--- src/rtl/batt_probe_pkg.sv ---
`timescale 1ns/1ps
package batt_probe_pkg;

  typedef enum logic [2:0] {
    ST_IDLE   = 3'd0,
    ST_LOAD   = 3'd1,
    ST_LINEAR = 3'd2,
    ST_PROBE  = 3'd3,
    ST_CHARGE = 3'd4,
    ST_ABSENT = 3'd5
  } seq_state_t;

  localparam logic [2:0] FAULT_NONE    = 3'b000;
  localparam logic [2:0] FAULT_NO_BATT = 3'b111;

  // true on the final cycle of a phase that lasts len cycles
  function automatic logic phase_last(input logic [31:0] cnt, input logic [31:0] len);
    return (cnt + 32'd1) == len;
  endfunction

  // counter width able to hold values up to the larger limit
  function automatic int unsigned cnt_bits(input int unsigned a, input int unsigned b);
    int unsigned m;
    m = (a > b) ? a : b;
    return (m < 2) ? 1 : $clog2(m + 1);
  endfunction

endpackage

--- src/rtl/probe_timer.sv ---
`timescale 1ns/1ps
module probe_timer #(
  parameter int unsigned CW = 8
) (
  input  logic          clk,
  input  logic          rst_n,
  input  logic          clr,
  input  logic          en,
  output logic [CW-1:0] cnt
);
  always_ff @(posedge clk or negedge rst_n) begin
    if (!rst_n)   cnt <= '0;
    else if (clr) cnt <= '0;
    else if (en)  cnt <= cnt + 1'b1;
  end
endmodule

--- src/rtl/probe_fsm.sv ---
`timescale 1ns/1ps
module probe_fsm
  import batt_probe_pkg::*;
#(
  parameter int unsigned LOAD_CYC = 16,
  parameter int unsigned WIN_CYC  = 8,
  parameter int unsigned CW       = 5
) (
  input  logic          clk,
  input  logic          rst_n,
  input  logic          por_pulse,
  input  logic          supply_ok,
  input  logic          batt_below_short,
  input  logic          batt_above_thr,
  input  logic [CW-1:0] cnt,
  output seq_state_t    state,
  output logic          cnt_clr,
  output logic          cnt_en,
  output logic          ev_load_end,
  output logic          ev_win_end,
  output logic          ev_absent,
  output logic          done
);
  seq_state_t nxt;

  assign ev_load_end = (state == ST_LOAD) && phase_last(32'(cnt), 32'(LOAD_CYC));
  assign ev_absent   = (state == ST_PROBE) && batt_above_thr;
  assign ev_win_end  = (state == ST_PROBE) && !batt_above_thr
                       && phase_last(32'(cnt), 32'(WIN_CYC));
  assign cnt_en      = (state == ST_LOAD) || (state == ST_PROBE);

  always_comb begin
    nxt = state;
    unique case (state)
      ST_IDLE:   if (por_pulse && supply_ok) nxt = ST_LOAD;
      ST_LOAD:   if (ev_load_end) nxt = batt_below_short ? ST_LINEAR : ST_PROBE;
      ST_LINEAR: if (!batt_below_short) nxt = ST_PROBE;
      ST_PROBE:  if (ev_absent) nxt = ST_ABSENT;
                 else if (ev_win_end) nxt = ST_CHARGE;
      default:   nxt = state;
    endcase
    if (!supply_ok) nxt = ST_IDLE;
  end

  assign cnt_clr = (nxt != state);

  always_ff @(posedge clk or negedge rst_n) begin
    if (!rst_n) begin
      state <= ST_IDLE;
      done  <= 1'b0;
    end else begin
      state <= nxt;
      done  <= (state == ST_PROBE) && (nxt == ST_CHARGE);
    end
  end
endmodule

--- src/rtl/probe_outdec.sv ---
`timescale 1ns/1ps
module probe_outdec
  import batt_probe_pkg::*;
(
  input  seq_state_t state,
  output logic       load_en,
  output logic       lin_chg_en,
  output logic       pwm_en,
  output logic       float_force_4v,
  output logic       hiz_mode,
  output logic [2:0] fault_code,
  output logic       safety_tmr_inhibit
);
  always_comb begin
    load_en            = (state == ST_LOAD);
    lin_chg_en         = (state == ST_LINEAR);
    pwm_en             = (state == ST_PROBE) || (state == ST_CHARGE);
    float_force_4v     = (state == ST_PROBE);
    hiz_mode           = (state == ST_ABSENT);
    safety_tmr_inhibit = (state == ST_ABSENT);
    fault_code         = (state == ST_ABSENT) ? FAULT_NO_BATT : FAULT_NONE;
  end
endmodule

--- src/rtl/batt_probe_seq.sv ---
`timescale 1ns/1ps
module batt_probe_seq
  import batt_probe_pkg::*;
#(
  parameter int unsigned LOAD_CYC = 16,
  parameter int unsigned WIN_CYC  = 8
) (
  input  logic       clk,
  input  logic       rst_n,
  input  logic       por_pulse,
  input  logic       supply_ok,
  input  logic       batt_below_short,
  input  logic       batt_above_thr,
  output logic       load_en,
  output logic       lin_chg_en,
  output logic       pwm_en,
  output logic       float_force_4v,
  output logic       hiz_mode,
  output logic [2:0] fault_code,
  output logic       safety_tmr_inhibit,
  output logic       done
);
  localparam int unsigned CW = cnt_bits(LOAD_CYC, WIN_CYC);

  seq_state_t    state;
  logic [CW-1:0] cnt;
  logic          cnt_clr, cnt_en;
  logic          ev_load_end, ev_win_end, ev_absent;

  probe_timer #(.CW(CW)) u_timer (
    .clk(clk), .rst_n(rst_n), .clr(cnt_clr), .en(cnt_en), .cnt(cnt)
  );

  probe_fsm #(.LOAD_CYC(LOAD_CYC), .WIN_CYC(WIN_CYC), .CW(CW)) u_fsm (
    .clk(clk), .rst_n(rst_n), .por_pulse(por_pulse), .supply_ok(supply_ok),
    .batt_below_short(batt_below_short), .batt_above_thr(batt_above_thr),
    .cnt(cnt), .state(state), .cnt_clr(cnt_clr), .cnt_en(cnt_en),
    .ev_load_end(ev_load_end), .ev_win_end(ev_win_end), .ev_absent(ev_absent),
    .done(done)
  );

  probe_outdec u_dec (
    .state(state), .load_en(load_en), .lin_chg_en(lin_chg_en), .pwm_en(pwm_en),
    .float_force_4v(float_force_4v), .hiz_mode(hiz_mode),
    .fault_code(fault_code), .safety_tmr_inhibit(safety_tmr_inhibit)
  );
endmodule

--- config.mk ---
export PLATFORM = sky130hd
export DESIGN_NAME = batt_probe_seq
export DESIGN_NICKNAME = d
export VERILOG_FILES = /design/src/rtl/batt_probe_pkg.sv /design/src/rtl/probe_timer.sv /design/src/rtl/probe_fsm.sv /design/src/rtl/probe_outdec.sv /design/src/rtl/batt_probe_seq.sv
export SDC_FILE = /design/constraint.sdc
export NUM_CORES = 1
export LEC_CHECK = 0
export ABC_AREA = 0
export BUFFER_PORTS_ARGS = -buffer_cell sky130_fd_sc_hd__buf_2
export CORE_ASPECT_RATIO = 1.75
export CORE_MARGIN = 2
export CORE_UTILIZATION = 30
export CTS_BUF_LIST = sky130_fd_sc_hd__clkbuf_16
export CTS_CLUSTER_SIZE = 25
export DETAILED_ROUTE_END_ITERATION = 10
export GPL_TIMING_DRIVEN = 0
export PLACE_DENSITY_LB_ADDON = 0.12
export SLEW_MARGIN = 20
export SYNTH_ARGS = -nofsm -noshare
export SYNTH_HDL_FRONTEND = slang
export SYNTH_SLANG_ARGS = --single-unit
--- constraint.sdc ---
create_clock -name clk -period 2.2 [get_ports clk]
set_input_delay 0.55 -clock clk [delete_from_list [all_inputs] [get_ports clk]]
set_output_delay 0.55 -clock clk [all_outputs]
set_load 0.01 [all_outputs]
* Yosys cells after proc, flatten, opt, wreduce, memory -nomap -nowiden
Cells that the tools add are included.
** Storage, ports and cells
- Register bits :: 9
- Output and inout bits :: 10
- Input bits :: 6
- Word-level logic and storage cells :: 36
** Operators by class
- Muxes and demuxes :: 11
- Add/subtract/negate cells :: 2
- Reductions and logical operators :: 11
- Eq/ne operators :: 9
** Operators with widths (count)
- $eq 32x4->1 const B :: 1
- $eq 32x5->1 const B :: 1
- $mux 3 :: 7
- $pmux 3 s4 :: 1
- $mux 5 :: 2
- $eq 3x3->1 const B :: 3
- $add 5x1->6 const B :: 1
- $eq 3x2->1 const B :: 2
- $logic_and 1x1->1 :: 6
- $add 5x1->5 const B :: 1
- $eq 3x1->1 const B :: 1
- $logic_not 3->1 :: 1
- $ne 3x3->1 :: 1
- $logic_or 1x1->1 :: 2
- $reduce_bool 2->1 :: 1
- $logic_not 1->1 :: 1
- $mux 1 :: 1

* Logic depth before layout (Yosys ltp)
Gate-level depths: netlist (run 1).
- Depth after elaboration :: 9
- Gate-level depth with buffers :: 8
- Depth with buffers taken out :: 7

* By module
A second synthesis (run 1) with hierarchy kept.
** Second synthesis, totals
- Cells, all modules :: 79
- Area, all modules :: 703.2 µm²
** Modules (own cells, without submodules)
- probe_fsm :: instances 1, area an instance 377.9 µm², cells each 45, seq. area each 100.1 µm²
- probe_timer :: instances 1, area an instance 252.7 µm², cells each 22, seq. area each 125.1 µm²
- probe_outdec :: instances 1, area an instance 72.6 µm², cells each 12, seq. area each 0.0 µm²

* Worst setup path after synthesis (run 1)
Ideal clock, no wire load.
- Kind :: register to register
- From :: register u_timer.cnt[0]
- To :: register u_timer.cnt[0]
- Setup slack :: -0.101 ns
- Period minus slack after synthesis :: 2.301 ns
- Stages on the path, launching flop included :: 9
- Arrival :: 2.215 ns
- Buffers on the path :: 1
- Cells stage by stage :: dfrtp_1 -> ha_1 -> buf_6 -> xor2_1 -> a311oi_4 -> o211ai_2 -> a211oi_2 -> mux2_4 -> nor3_1
** Between the ends
- Longest elaborated chain between the ends :: 9
- Elaborated cells on any way between the ends :: 15
- Those cells by class :: add/sub: 2; eq/ne: 3; mux: 7; reduce/logical: 3
** RTL lines
- from (decl) :: RTL line probe_timer.sv:9 : output logic [CW-1:0] cnt
- from (signal assigned) :: RTL line probe_timer.sv:14 : else if (en) cnt <= cnt + 1'b1;
- $add 5x1->6 :: RTL line batt_probe_pkg.sv:18 : return (cnt + 32'd1) == len;
- $eq 32x4->1 :: RTL line batt_probe_pkg.sv:18
- $logic_and 1x1->1 :: RTL line probe_fsm.sv:29 : && phase_last(32'(cnt), 32'(WIN_CYC));
- $mux 3 :: RTL line probe_fsm.sv:39 : else if (ev_win_end) nxt = ST_CHARGE;
- $mux 3 :: RTL line probe_fsm.sv:38 : ST_PROBE: if (ev_absent) nxt = ST_ABSENT;
- $pmux 3 s4 :: RTL line probe_fsm.sv:34 : unique case (state)
- $mux 3 :: RTL line probe_fsm.sv:42 : if (!supply_ok) nxt = ST_IDLE;
- $ne 3x3->1 :: RTL line probe_fsm.sv:45 : assign cnt_clr = (nxt != state);
- $mux 5 / $reduce_bool 2->1 (equally long branches)
Parallel ways exist; a longest one is shown, timed or not. The select of a mux whose other input is x is not followed.
A chain may end at the register's enable or synchronous reset.

* Worst setup path after layout (run 1)
- From :: register u_timer.cnt[0]
- To :: register u_timer.cnt[3]
Same word-level chain as after synthesis.

==> results.yml, run 1 <==
status:
  outcome: "complete, no violations"
synthesis:
  synth_edf_count: 0
  synth.distinct_cells: 40
  ys_top_cells_by_area: "dfrtp_1 (26%), buf_6 (5.3%), buf_4 (4.4%)"
  netlist_area_um2: 853.3
  ys_warn_count: 0
  synth-seq-cells: 9
  yosysSeqAreaShare_pct: 26.39
  synth_top_area_share_pct: 26.39
  postSynthCellCount: 91
  synth_async_sr_flop_share_pct: 100.0
  synth_commonest_cells: "dfrtp_1 (9), nor3_1 (6)"
  syn-num-nets: 99
  ys.flop_type: "dfrtp_1"
  synth.most_common_cell: "dfrtp_1"
  yosysTopAreaCell: "dfrtp_1"
  syn_area_per_cell_um2: 9.377
floorplan:
  ios: 16
  rows: 25
  coreArea_um2: 2690
  die_h_um: 74.55
  die-area_um2: 3304
  die_w_um: 44.32
  start_util_pct: 31.72
routing:
  wl_per_cell_um: 14.68
  drc: 0
  vias: 732
  vias_per_cell: 4.980
  drt-initial-drc-count: 12
  ant_nets: 0
  drt-total-wl_um: 2158
  dr.pass1.iters: 2
clock_tree:
  path_clk_slew_ns: 0.04
  htreeDepth: 1
  holdBufCountCts: 0
  numCtsBuffers: 3
  worstSkewPairLatency_ns: 0.24
  clockRootBuffer: "clkbuf_16"
  cts_tree: "yes"
  clock-sinks: 9
  cts_max_path_buffers: 2
grt:
  grt_usage_pct: 14.59
  grt_max_degree: 11
  grt_pass1_wl_um: 3491
  grt.overflow.total: 0
  antenna_found_initial: 0
  grt_pass1_vias: 726
cells_and_area:
  nets: 129
  drive_gt1_share_pct: 50.83
  layoutNonFillerInstCount: 147
  synthToLayoutAreaGrowth_pct: 38.86
  diodes: 0
  fillers: 271
  fin_util_pct: 44.05
timing:
  clock_skew_ns: 0.001186
  post-route-period-util_pct: 99.23
  min_period_ns: 2.183
  tns_ns: 0
  max_slew_margin_pct: 73.89
  tightest_slew_ns: 0.3875
  max_freq_mhz: 458.1
  final-hold-violation-count: 0
  holdWs_ns: 0.1582
  setup_viol: 0
  grt_setup_unrepaired: "yes"
  maxSlewViolCount: 0
setup_path:
  path_class: "register to register"
  crit_chain: "buf_6 -> and3_4 -> a311oi_4 -> o211ai_2 -> a211oi_2 -> mux2_4 -> nor3_4"
  worstSetupEndpointType: "register"
  critPathSlowestCell: "dfrtp_2"
  worstSetupStartpoint: "u_timer.cnt[0]$_DFFE_PN0P_"
  slowest_delay_ns: 0.43
  path_buf_inv: 1
  critPathMaxFanout: 5
  startpoint_type: "register"
  cp_data_arrival_time_ns: 2.34
  timing.rr.start: "u_timer.cnt[0]$_DFFE_PN0P_"
  cp_top_family: "compound AO/OA/AOI/OAI gates"
  required_ns: 2.35
placed_design:
  dp.cells: 133
  io_buffers: 15
  dp_hpwl_um: 1507
  gp_congestion: 0.7448
run:
  drv_cap: 0
worst_hold_path:
  holdCritPathClass: "input pin to async pin"
power_and_ir_drop:
  ir_drop_mv: 0.5112
  p_per_area_nw_per_um2: 713.2
  power_leakage_uw: 0.0005612
per-layer routing:
metal / GRT usage [%] / part of all wire [%]
met3: 2.913 / 2.1
met5: 0 / 0
met1: 14.80 / 38
met4: 5.051 / 1.3
met2: 28.27 / 59
cell type report:
type,instances,area (µm²),share of cell area (%)
flip-flops and latches,9,227.7,19.22
clock inverters,1,3.754,0.3168
multi-input cells,65,544.3,45.93
inverters,5,18.77,1.584
plain buffers,11,116.4,9.820
clock buffers,3,75.07,6.336
repair buffers,26,165.2,13.94
well taps,27,33.78,2.851
cell usage in the layout, fill, tap and decap left out, types with 2 or more instances in the layout:
cell / instances
clkbuf_16: 3
buf_4: 14
a21bo_2: 2
xor2_1: 3
buf_6: 5
buf_2: 15
inv_1: 6
xnor2_1: 2
nand2b_1: 3
nand4_1: 2
nor2_1: 2
dfrtp_1: 7
nor2b_1: 3
nand2_1: 4
nor3_2: 4
a21oi_1: 5
nor3b_1: 2
o21ai_0: 3
dfrtp_2: 2
nand3_1: 4
report_power, final:
group          leakage (µW)  internal, µW  switching [µW]  total [µW]
logic              0.000399           167             142         309
clock network     0.0000423           238            84.1         322
registers          0.000120           189            25.3         214
cells by family after synthesis:
logic type / after synthesis / synth area share [%]
DFF: 9 / 26.39
adders and majority gates: 2 / 2.932
AOI/OAI and AO/OA: 22 / 21.99
xor gates and xnor gates: 6 / 6.158
muxes: 2 / 2.932
buffers and inverters: 17 / 17.16
and+or+nand+nor: 33 / 22.43
registers in the layout (all words and copies together) (netlist names):
register and flops:
u_fsm.done 1, u_fsm.state 3, u_timer.cnt 5
final timing paths:
kind	endpoint	slack, ns	cells after the start
setup / recovery	u_timer.cnt[3]$_DFFE_PN0P_	0.02	7
hold / removal	u_timer.cnt[3]$_DFFE_PN0P_	0.16	1
setup reg to reg	u_timer.cnt[3]$_DFFE_PN0P_	0.02	7
hold reg to reg	u_fsm.state[2]$_DFF_PN0_	0.71	3
max in group asynchronous	u_timer.cnt[1]$_DFFE_PN0P_	1.85	1
min in group clk	u_fsm.done$_DFF_PN0_	0.67	3
what timing repair did:
action / 4_1_cts / 5_1_grt
pin swaps: 10 / 6
resized for setup: 10 / 4
cloned: 0 / 0
setup endpoints to repair: 6 / 7
setup buffers: 10 / 2
through the flow:
step / worst slack [ns] / power, µW / area (µm²)
floorplan: 0.002115 / 357.7 / 854.6
global placement: -0.2612 / 403.3 / 963.4
detailed placement: -0.2376 / 405.5 / 963.4
CTS: -0.04174 / 837.3 / 1155
global route: -0.06692 / 893.3 / 1185
finish: 0.01685 / 845.0 / 1185
No activity file was read; power rests on OpenSTA's default activity.
==> inputs of run 2 (changes only) <==
--- a/config.mk
+++ b/config.mk
@@ -6,7 +6,7 @@
 export NUM_CORES = 1
 export LEC_CHECK = 0
 export ABC_AREA = 0
-export BUFFER_PORTS_ARGS = -buffer_cell sky130_fd_sc_hd__buf_2
+export BUFFER_PORTS_ARGS = -buffer_cell sky130_fd_sc_hd__buf_4
 export CORE_ASPECT_RATIO = 1.75
 export CORE_MARGIN = 2
 export CORE_UTILIZATION = 30
==> run 2 against run 1 <==
Die area stayed put. Highest routed layer unchanged. First-iteration DRC count is 58% lower. Critical path type unchanged. Clock power hardly changed.
==> results.yml, run 2 (synthesis results as in run 1) <==
clock_tree:
  numCtsBuffers: 3
  htreeDepth: 1
  worstSkewPairLatency_ns: 0.24
  clockRootBuffer: "clkbuf_16"
  clock-sinks: 9
  cts_max_path_buffers: 2
  path_clk_slew_ns: 0.04
  holdBufCountCts: 0
  cts_tree: "yes"
power_and_ir_drop:
  p_per_area_nw_per_um2: 694.8
  power_leakage_uw: 0.0005393
  power_frac_seq_pct: 25.7
  p_switching_uw: 244.1
  ir_drop_mv: 0.4932
  intPower_uw: 581.8
  switching_share_pct: 29.56
  pwr-share-comb_pct: 35.5
  clkPwrFrac_pct: 38.7
timing:
  tightest_slew_ns: 0.3696
  min_period_ns: 2.142
  clock_skew_ns: 0.001855
  max_slew_margin_pct: 75.36
  setup_viol: 0
  final-hold-violation-count: 0
  maxSlewViolCount: 0
  setup_ws_ns: 0.05845
  max_freq_mhz: 467.0
  grt_setup_unrepaired: "yes"
  post-route-period-util_pct: 97.34
floorplan:
  die-area_um2: 3304
  ios: 16
  rows: 25
  die_w_um: 44.32
  start_util_pct: 31.72
  die_h_um: 74.55
  coreArea_um2: 2690
grt:
  antenna_found_initial: 0
  grt_pass1_wl_um: 3567
  grt_usage_pct: 14.71
  grt_pass1_vias: 758
  grt_max_degree: 11
  grt.overflow.total: 0
setup_path:
  r2r_end: "u_timer.cnt[4]$_DFFE_PN0P_"
  path_class: "register to register"
  r2r_slack_ns: 0.06
  path_depth: 7
  path_buf_inv: 0
  crit_chain: "ha_4 -> xor2_2 -> a311oi_4 -> o211ai_2 -> a211oi_2 -> mux2_4 -> nor3_2"
  worstSetupStartpoint: "u_timer.cnt[1]$_DFFE_PN0P_"
  critPathSlowestCell: "dfrtp_2"
  worstSetupEndpointType: "register"
  r2r_cells: 7
  cp_top_family: "compound AO/OA/AOI/OAI gates"
  startpoint_type: "register"
  timing.rr.start: "u_timer.cnt[1]$_DFFE_PN0P_"
  cp_data_arrival_time_ns: 2.29
  critPathMaxFanout: 5
  slowest_delay_ns: 0.43
  endpoint: "u_timer.cnt[4]$_DFFE_PN0P_"
  required_ns: 2.35
routing:
  dr.pass1.iters: 4
  vias: 736
  vias_per_cell: 5.111
  wl_per_cell_um: 14.74
  drt-initial-drc-count: 5
  drt-total-wl_um: 2123
  drc: 0
  ant_nets: 0
status:
  outcome: "complete, no violations"
cells_and_area:
  fillers: 254
  regMostFlops: "u_timer.cnt"
  fin_area_um2: 1189
  largestRegisters: "u_timer.cnt: 5 flops, u_fsm.state: 3 flops, u_fsm.done: 1 flops"
  diodes: 0
  largest_register_ffs: 5
  seqCellArea_um2: 227.7
  drive_gt1_share_pct: 48.72
  layout_common_cells: "buf_4 (26), dfrtp_1 (7), inv_1 (6)"
  mostFrequentLayoutCell: "buf_4"
  nets: 126
  multi_input_area_um2: 533.0
  synthToLayoutAreaGrowth_pct: 39.30
worst_hold_path:
  holdCritPathClass: "input pin to async pin"
placed_design:
  io_buffers: 15
  dp_hpwl_um: 1474
  place_area_um2: 1001
  gp_congestion: 0.7452
  dp_slack_ns: -0.2289
run:
  drv_cap: 0
[run 2: worst min path at each step]
stage | startpoint | to | slack (ns) | cells after the start
2_1_floorplan | rst_n | u_fsm.done$_DFF_PN0_ | 0.25 | 0
6_report | rst_n | u_timer.cnt[2]$_DFFE_PN0P_ | 0.13 | 1
3_3_place_gp | rst_n | u_fsm.done$_DFF_PN0_ | 0.38 | 1
3_5_place_dp | rst_n | u_fsm.done$_DFF_PN0_ | 0.38 | 1
5_1_grt | rst_n | u_fsm.done$_DFF_PN0_ | 0.13 | 1
4_1_cts | rst_n | u_fsm.state[2]$_DFF_PN0_ | 0.13 | 1
[run 2: timing repair]
item,4_1_cts,5_1_grt
resized for setup,11,2
pin swaps,10,4
endpoints found under the setup margin,6,5
setup buffers,8,0
[run 2: cell type report]
cell class,count,area share (%)
buffer,11,9.790
clock buffer,3,6.316
clock inverter,1,0.3158
inverter,5,1.579
multi-input combinational,65,44.84
sequential,9,19.16
tap,27,2.842
timing repair buffer,23,15.16
[run 2: per-stage QoR]
| step | hold slack, ns | TNS [ns] | instances | util (%) | power [µW] |
|---|---|---|---|---|---|
| final | 0.1299 | 0 | 144 | 44.19 | 825.9 |
| after global routing | 0.1332 | -0.1045 | 144 | 44.19 | 877.4 |
| after CTS | 0.1328 | -0.02130 | 144 | 43.95 | 823.9 |
| after global placement | 0.3782 | -0.9142 | 133 | 37.21 | 408.4 |
| after floorplan | 0.2544 | 0 | 91 | - | 357.7 |
| after detailed placement | 0.3783 | -1.110 | 133 | 37.21 | 409.1 |
[run 2: worst register-to-register path, stage by stage, from the launching register on]
cell and delay, ns:
dfrtp_2 0.43, ha_4 0.18, xor2_2 0.15, a311oi_4 0.39
o211ai_2 0.16, a211oi_2 0.27, mux2_4 0.37, nor3_2 0.11
[run 2: metal layers]
metal / vias to the layer above / part of all wire (%) / global-route usage (%) / routed length (µm)
li1: 366 / - / - / -
met5: - / 0 / 0 / 0
met4: 0 / 0.66 / 5.387 / 14
met3: 2 / 2.4 / 3.155 / 52
met1: 350 / 38 / 14.88 / 800
met2: 18 / 59 / 28.27 / 1255
[run 2: power groups by stage]
stage | sequential, µW | clock, µW | combinational, µW
3_3_place_gp | 227 | 0 | 182
4_1_cts | 214 | 319 | 292
2_1_floorplan | 217 | 0 | 141
3_5_place_dp | 228 | 0 | 181
5_1_grt | 215 | 340 | 322
6_report | 213 | 320 | 293
